## src/rtl/spinand_pkg.sv

```systemverilog
`timescale 1ns/1ps
package spinand_pkg;
  localparam logic [7:0] OPC_WRITE = 8'h08;
  localparam logic [7:0] OPC_CFG   = 8'h09;
  localparam logic [7:0] OPC_READ  = 8'h0A;
  localparam logic [7:0] OPC_FREAD = 8'h0B;
  localparam logic [7:0] CFG_RESET = 8'h8F;

  typedef struct packed {
    logic       ce_n;
    logic       cle;
    logic       ale;
    logic       fan;
    logic [3:0] led_n;
  } cfg_t;

  typedef enum logic [2:0] {
    ST_OPC, ST_CFG, ST_WR, ST_IDLE, ST_RD, ST_IGN
  } dec_state_e;

  typedef enum logic [2:0] {
    SB_IDLE, SB_WSET, SB_WLOW, SB_WHOLD, SB_RLOW
  } strobe_state_e;
endpackage

```

## src/rtl/spinand_sync.sv

```systemverilog
`timescale 1ns/1ps
module spinand_sync #(
  parameter int          WIDTH   = 4,
  parameter int          STAGES  = 2,
  parameter logic [WIDTH-1:0] RST_VAL = '0
) (
  input  logic             clk,
  input  logic             rst_n,
  input  logic [WIDTH-1:0] d,
  output logic [WIDTH-1:0] q
);
  logic [WIDTH-1:0] stage_q [STAGES];

  always_ff @(posedge clk or negedge rst_n) begin
    if (!rst_n) begin
      for (int i = 0; i < STAGES; i++) stage_q[i] <= RST_VAL;
    end else begin
      stage_q[0] <= d;
      for (int i = 1; i < STAGES; i++) stage_q[i] <= stage_q[i-1];
    end
  end

  assign q = stage_q[STAGES-1];
endmodule

```

## src/rtl/spinand_shifter.sv

```systemverilog
`timescale 1ns/1ps
module spinand_shifter #(
  parameter int DATA_W = 8
) (
  input  logic              clk,
  input  logic              rst_n,
  input  logic              sck_s,
  input  logic              cs_n_s,
  input  logic              mosi_s,
  input  logic              mosi2_s,
  input  logic              dual,
  input  logic              tx_load,
  input  logic [DATA_W-1:0] tx_data,
  output logic              byte_done,
  output logic [DATA_W-1:0] byte_val,
  output logic              miso
);
  localparam int CNT_W  = $clog2(DATA_W);
  localparam int LAST_S = DATA_W - 1;
  localparam int LAST_D = DATA_W / 2 - 1;

  logic              sck_q;
  logic              rise;
  logic              last;
  logic [CNT_W-1:0]  bit_cnt;
  logic [DATA_W-1:0] rx_q, rx_nx, tx_q;

  assign rise  = sck_s & ~sck_q;
  assign last  = dual ? (bit_cnt == CNT_W'(LAST_D)) : (bit_cnt == CNT_W'(LAST_S));
  assign rx_nx = dual ? {rx_q[DATA_W-3:0], mosi_s, mosi2_s} : {rx_q[DATA_W-2:0], mosi_s};

  always_ff @(posedge clk or negedge rst_n) begin
    if (!rst_n) begin
      sck_q     <= 1'b0;
      bit_cnt   <= '0;
      rx_q      <= '0;
      tx_q      <= '0;
      byte_done <= 1'b0;
      byte_val  <= '0;
    end else begin
      sck_q     <= sck_s;
      byte_done <= 1'b0;
      if (cs_n_s) begin
        bit_cnt <= '0;
        rx_q    <= '0;
        tx_q    <= '0;
      end else begin
        if (rise) begin
          rx_q <= rx_nx;
          if (last) begin
            bit_cnt   <= '0;
            byte_done <= 1'b1;
            byte_val  <= rx_nx;
          end else begin
            bit_cnt <= bit_cnt + CNT_W'(1);
            tx_q    <= tx_q << 1;
          end
        end
        if (tx_load) tx_q <= tx_data;
      end
    end
  end

  assign miso = tx_q[DATA_W-1];
endmodule

```

## src/rtl/spinand_strobe.sv

```systemverilog
`timescale 1ns/1ps
module spinand_strobe
  import spinand_pkg::*;
#(
  parameter int DATA_W  = 8,
  parameter int PULSE_W = 2
) (
  input  logic              clk,
  input  logic              rst_n,
  input  logic              wr_go,
  input  logic [DATA_W-1:0] wr_data,
  input  logic              rd_go,
  input  logic [DATA_W-1:0] dq_i,
  output logic [DATA_W-1:0] dq_o,
  output logic              dq_oe,
  output logic              we_n,
  output logic              re_n,
  output logic [DATA_W-1:0] rd_data,
  output logic              busy
);
  localparam int CW = $clog2(PULSE_W + 1);

  strobe_state_e sb_q;
  logic [CW-1:0] cnt_q;
  logic          pulse_end;

  assign pulse_end = (cnt_q == CW'(PULSE_W - 1));

  always_ff @(posedge clk or negedge rst_n) begin
    if (!rst_n) begin
      sb_q    <= SB_IDLE;
      cnt_q   <= '0;
      dq_o    <= '0;
      rd_data <= '0;
    end else begin
      case (sb_q)
        SB_IDLE: begin
          cnt_q <= '0;
          if (wr_go) begin
            dq_o <= wr_data;
            sb_q <= SB_WSET;
          end else if (rd_go) begin
            sb_q <= SB_RLOW;
          end
        end
        SB_WSET: sb_q <= SB_WLOW;
        SB_WLOW: begin
          if (pulse_end) sb_q <= SB_WHOLD;
          else           cnt_q <= cnt_q + CW'(1);
        end
        SB_WHOLD: sb_q <= SB_IDLE;
        SB_RLOW: begin
          if (pulse_end) begin
            rd_data <= dq_i;
            sb_q    <= SB_IDLE;
          end else begin
            cnt_q <= cnt_q + CW'(1);
          end
        end
        default: sb_q <= SB_IDLE;
      endcase
    end
  end

  assign we_n  = (sb_q != SB_WLOW);
  assign re_n  = (sb_q != SB_RLOW);
  assign dq_oe = (sb_q == SB_WSET) || (sb_q == SB_WLOW) || (sb_q == SB_WHOLD);
  assign busy  = (sb_q != SB_IDLE);
endmodule

```

## src/rtl/spinand_bridge.sv

```systemverilog
`timescale 1ns/1ps
module spinand_bridge
  import spinand_pkg::*;
#(
  parameter int DATA_W      = 8,
  parameter int SYNC_STAGES = 2,
  parameter int STROBE_W    = 2,
  parameter int SLOW_IDLE   = 1,
  parameter int FAST_IDLE   = 4
) (
  input  logic              clk,
  input  logic              rst_n,
  input  logic              spi_sck,
  input  logic              spi_cs_n,
  input  logic              spi_mosi,
  input  logic              spi_mosi2,
  output logic              spi_miso,
  output logic [DATA_W-1:0] nand_dq_o,
  output logic              nand_dq_oe,
  input  logic [DATA_W-1:0] nand_dq_i,
  output logic              nand_we_n,
  output logic              nand_re_n,
  output logic              nand_cle,
  output logic              nand_ale,
  output logic              nand_ce_n,
  output logic              fan_en,
  output logic [3:0]        led_n
);
  localparam int IDLE_MAX = (FAST_IDLE > SLOW_IDLE) ? FAST_IDLE : SLOW_IDLE;
  localparam int IDLE_W   = $clog2(IDLE_MAX + 1);

  logic              sck_s, cs_n_s, mosi_s, mosi2_s;
  logic              byte_done, dual, tx_load, wr_go, rd_go, busy;
  logic [DATA_W-1:0] byte_val, rd_data;
  logic [IDLE_W-1:0] idle_left;
  logic              idle_last, is_read_opc;
  dec_state_e        st;
  cfg_t              cfg_q;

  spinand_sync #(.WIDTH(4), .STAGES(SYNC_STAGES), .RST_VAL(4'b0100)) u_sync (
    .clk (clk),
    .rst_n (rst_n),
    .d   ({spi_sck, spi_cs_n, spi_mosi, spi_mosi2}),
    .q   ({sck_s, cs_n_s, mosi_s, mosi2_s})
  );

  spinand_shifter #(.DATA_W(DATA_W)) u_shift (
    .clk       (clk),
    .rst_n     (rst_n),
    .sck_s     (sck_s),
    .cs_n_s    (cs_n_s),
    .mosi_s    (mosi_s),
    .mosi2_s   (mosi2_s),
    .dual      (dual),
    .tx_load   (tx_load),
    .tx_data   (rd_data),
    .byte_done (byte_done),
    .byte_val  (byte_val),
    .miso      (spi_miso)
  );

  spinand_strobe #(.DATA_W(DATA_W), .PULSE_W(STROBE_W)) u_strobe (
    .clk     (clk),
    .rst_n   (rst_n),
    .wr_go   (wr_go),
    .wr_data (byte_val),
    .rd_go   (rd_go),
    .dq_i    (nand_dq_i),
    .dq_o    (nand_dq_o),
    .dq_oe   (nand_dq_oe),
    .we_n    (nand_we_n),
    .re_n    (nand_re_n),
    .rd_data (rd_data),
    .busy    (busy)
  );

  assign dual        = (st == ST_WR);
  assign idle_last   = (idle_left == IDLE_W'(1));
  assign is_read_opc = (byte_val == OPC_READ) || (byte_val == OPC_FREAD);
  assign wr_go       = byte_done && (st == ST_WR);
  assign tx_load     = byte_done && ((st == ST_IDLE && idle_last) || st == ST_RD);
  assign rd_go       = tx_load || (byte_done && st == ST_OPC && is_read_opc);

  always_ff @(posedge clk or negedge rst_n) begin
    if (!rst_n) begin
      st        <= ST_OPC;
      idle_left <= '0;
      cfg_q     <= cfg_t'(CFG_RESET);
    end else if (cs_n_s) begin
      st <= ST_OPC;
    end else if (byte_done) begin
      case (st)
        ST_OPC: begin
          case (byte_val)
            OPC_WRITE: st <= ST_WR;
            OPC_CFG:   st <= ST_CFG;
            OPC_READ: begin
              idle_left <= IDLE_W'(SLOW_IDLE);
              st        <= ST_IDLE;
            end
            OPC_FREAD: begin
              idle_left <= IDLE_W'(FAST_IDLE);
              st        <= ST_IDLE;
            end
            default:   st <= ST_IGN;
          endcase
        end
        ST_CFG: begin
          cfg_q <= cfg_t'(byte_val);
          st    <= ST_IGN;
        end
        ST_IDLE: begin
          if (idle_last) st <= ST_RD;
          else           idle_left <= idle_left - IDLE_W'(1);
        end
        default: ;
      endcase
    end
  end

  assign nand_ce_n = cfg_q.ce_n;
  assign nand_cle  = cfg_q.cle;
  assign nand_ale  = cfg_q.ale;
  assign fan_en    = cfg_q.fan;
  assign led_n     = cfg_q.led_n;
endmodule

```

## config.mk

```make
export PLATFORM = sky130hd
export DESIGN_NAME = spinand_bridge
export DESIGN_NICKNAME = d
export VERILOG_FILES = /design/src/rtl/spinand_pkg.sv /design/src/rtl/spinand_sync.sv /design/src/rtl/spinand_shifter.sv /design/src/rtl/spinand_strobe.sv /design/src/rtl/spinand_bridge.sv
export SDC_FILE = /design/constraint.sdc
export NUM_CORES = 1
export LEC_CHECK = 0
export ABC_AREA = 1
export CORE_MARGIN = 8
export CORE_UTILIZATION = 52
export DETAILED_ROUTE_END_ITERATION = 12
export DONT_BUFFER_PORTS = 1
export PLACE_DENSITY = 0.68
export SLEW_MARGIN = 15
export SYNTH_ARGS = -nofsm -noshare
export SYNTH_HDL_FRONTEND = slang
export SYNTH_SLANG_ARGS = --single-unit
```

## constraint.sdc

```tcl
create_clock -name clk -period 1.6 [get_ports clk]
set_input_delay 0.08 -clock clk [delete_from_list [all_inputs] [get_ports clk]]
set_output_delay 0.08 -clock clk [all_outputs]
set_load 0.02 [all_outputs]
```

==> impl_metrics.tcl <==
set metrics [dict create \
    status "finished with violations" \
    violations "hold timing" \
    ys.flop_type "dfrtp_1" \
    period_needed_ps 1486 \
    routed_wl_mm 5.896 \
    path_clk_slew_ps 80 \
    antenna_cells 0 \
    hold_path_class "in2async" \
    area.sequential_um2 1785 \
    period_share_pct 92.88 \
    syn-num-nets 362 \
    ctsRootBufferMaster "clkbuf_8" \
    crit_required_ps 1880 \
    place_ws_ps 69.99 \
    rows 28 \
    hold_viol 71 \
    switching_share_pct 23.32 \
    synth_edf_count 0 \
    cts-htree-levels 3 \
    num_io_pins 34 \
    grt_max_degree 72 \
    yosysWarnings 0 \
    syn_area_per_cell_um2 9.377 \
    die_y_um 94.76 \
    pwr-share-seq_pct 57.9 \
    whs_ps -578.1 \
    worstSetupStartpointType "register" \
    worst_ep_arrival_time_ps 1770 \
    setup.worst_path.class "reg2reg" \
    pwr-share-clk_pct 39.3 \
    gp_routability_congestion 0.8242 \
    ir_drop_uv 503.4 \
    relSlewSlack_pct 74.51 \
    nets 385 \
    hpwlAfterDp_mm 4.104 \
    synth_cells 344 \
    die_w_um 94.76 \
    grt_overflow 0 \
    synth_top_area_share_pct 49.65 \
    syn_area_um2 3226 \
    clk_path_buf_depth 2 \
    multi_input_area_um2 1266 \
    ys_types 34 \
    cts_tree "done" \
    p_sw_uw 738.7 \
    maxCapViolations 0 \
    finalClockSkew_ps 10.22 \
    vias 2301 \
    setup_violations 0 \
    async_flop_share_pct 100.0 \
    drive_gt1_share_pct 16.67 \
    fill_cells 520 \
    ys_top_cells_by_count "79 x nand2_1, 64 x dfrtp_1, 38 x nand3_1, 30 x inv_1, 25 x o21ai_0" \
    first_global_vias 2198 \
    antenna_found_initial 0 \
    start_util_pct 54.16 \
    detail-route-antenna-nets 0 \
    grt_pass1_wl_mm 10.30 \
    p_leak_nw 1.726 \
    cp-end-kind "register" \
    ctsHoldBuffers 12 \
    portBuffers 0 \
    p_comb_share_pct 2.8 \
    yosysTopAreaCell "dfrtp_1" \
    tightest_slew_ps 381.0 \
    core_area_um2 5956 \
    track_usage_pct 14.59 \
    total_power_mw 3.168 \
    clk_latency_ps 340 \
    die_area_um2 8979 \
    p_per_area_nw_per_um2 871.8 \
    cp_max_fo 6 \
    rsz0062_at_grt "yes" \
    drtPass1Iterations 6 \
    ys_ff_latch 71 \
    post_drt_via_cell_ratio 5.148 \
    cts_num_sinks 71 \
    setup_slack_ps 113.9 \
    synth_most_common_cell "nand2_1" \
    cts-buffers-inserted 9 \
    syn_to_final_growth_pct 12.65 \
    wire_per_inst_um 13.19 \
    yosysSeqAreaShare_pct 55.35 \
    synth_area_leaders "dfrtp_1 50%, nand2_1 9.2%, nand3_1 5.9%" \
    cell_internal_pwr_mw 2.429 \
    fmax_mhz 672.9 \
    drc_errors 0 \
    drt_iter0_drc 94 \
    finalMaxSlewViolations 0 \
]
[flip-flops by register name, indices dropped and copies added (netlist names), 2 cells and up]
register,count
u_shift.tx_q,8
u_sync.stage_q,4
u_strobe.cnt_q,2
idle_left,3
u_strobe.rd_data,8
u_strobe.sb_q,3
st,3
u_shift.rx_q,7
led_n,4
u_shift.bit_cnt,3
u_shift.byte_val,8
u_sync.q,4
u_strobe.dq_o,8
[critical path, cell delays in order (launching register included)]
cell and delay [ps]:
dfrtp_1 410, ha_1 210, inv_1 60, nor2_2 40, nand2_2 80, nand2_4 80
a21oi_4 240, buf_4 160, nand3_1 60, nand2_1 70
[final cells by class]
class	count	share of cell area, %
sequential	71	49.14
multi-input combinational	232	34.85
timing repair buffer	20	5.062
inverter	33	3.616
clock buffer	9	3.409
tap	75	2.583
clock inverter	7	1.343
[worst paths after layout]
check	slack, ps	depth (start not counted)	to	startpoint
min in group clk	280	1	u_sync.stage_q[6]	spi_cs_n
setup reg to reg	110	9	u_shift.tx_q[7]	idle_left[0]
hold reg to reg	350	0	u_sync.q[1]	u_sync.stage_q[5]
setup / recovery	110	9	u_shift.tx_q[7]	idle_left[0]
hold / removal	-580	0	u_strobe.dq_o[4]	rst_n
max in group asynchronous	1980	0	led_n[1]	rst_n
[logic make-up after synthesis]
group | count (synthesis) | share of synthesized area (%)
and+or+nand+nor | 167 | 25.37
DFF | 71 | 55.35
AOI/OAI and AO/OA | 53 | 8.922
buffers and inverters | 41 | 6.090
muxes | 7 | 2.444
adders and majority gates | 4 | 1.552
xor gates and xnor gates | 1 | 0.2716
[what timing repair did]
action,in CTS,in global routing
hold endpoints to repair,83,71
setup endpoints to repair,0,10
buffers inserted,0,1
gates resized for setup,0,8
[metrics by stage]
step	TNS, ps	cells	instance area (µm²)	util [%]
after global routing	-0.5512	447	3633	61.01
after floorplan	0	344	3226	-
after global placement	0	418	3304	55.48
after detailed placement	0	418	3304	55.48
final	0	447	3633	61.01
after CTS	0	446	3597	60.40
[layout by cell type (no fill, tap or decap), types with 2 or more instances in the layout]
master,instances
dfrtp_1,64
nand3_2,2
o21ai_1,8
nand2_4,7
nand3b_1,3
ha_1,4
clkinv_2,3
nor2_4,3
nand3_1,38
o22ai_1,6
clkinv_4,3
clkbuf_8,9
inv_1,30
nor3_1,3
mux2_2,7
nand3_4,2
nand2_1,78
a21oi_1,12
nor2_2,2
o21ai_0,25
dfstp_2,7
dlygate4sd3_1,12
buf_4,7
nand2_2,2
nor2_1,22
[routing by layer]
| metal | vias up | wire length, µm | global-route usage, % | part of all wire, % |
|---|---|---|---|---|
| li1 | 1171 | - | - | - |
| met4 | 0 | 132 | 8.843 | 2.2 |
| met1 | 1067 | 2737 | 18.84 | 46 |
| met5 | - | 0 | 0 | 0 |
| met3 | 10 | 373 | 4.206 | 6.3 |
| met2 | 53 | 2652 | 21.26 | 45 |
[power groups by stage]
stage,sequential [mW],clock (mW),combinational (mW)
2_1_floorplan,1.87,0,0.0542
3_5_place_dp,1.87,0,0.0641
5_1_grt,1.84,1.37,0.0981
6_report,1.84,1.24,0.0890
4_1_cts,1.84,1.29,0.0872
3_3_place_gp,1.87,0,0.0630
Note: power is estimated with default switching activity, not from simulation.
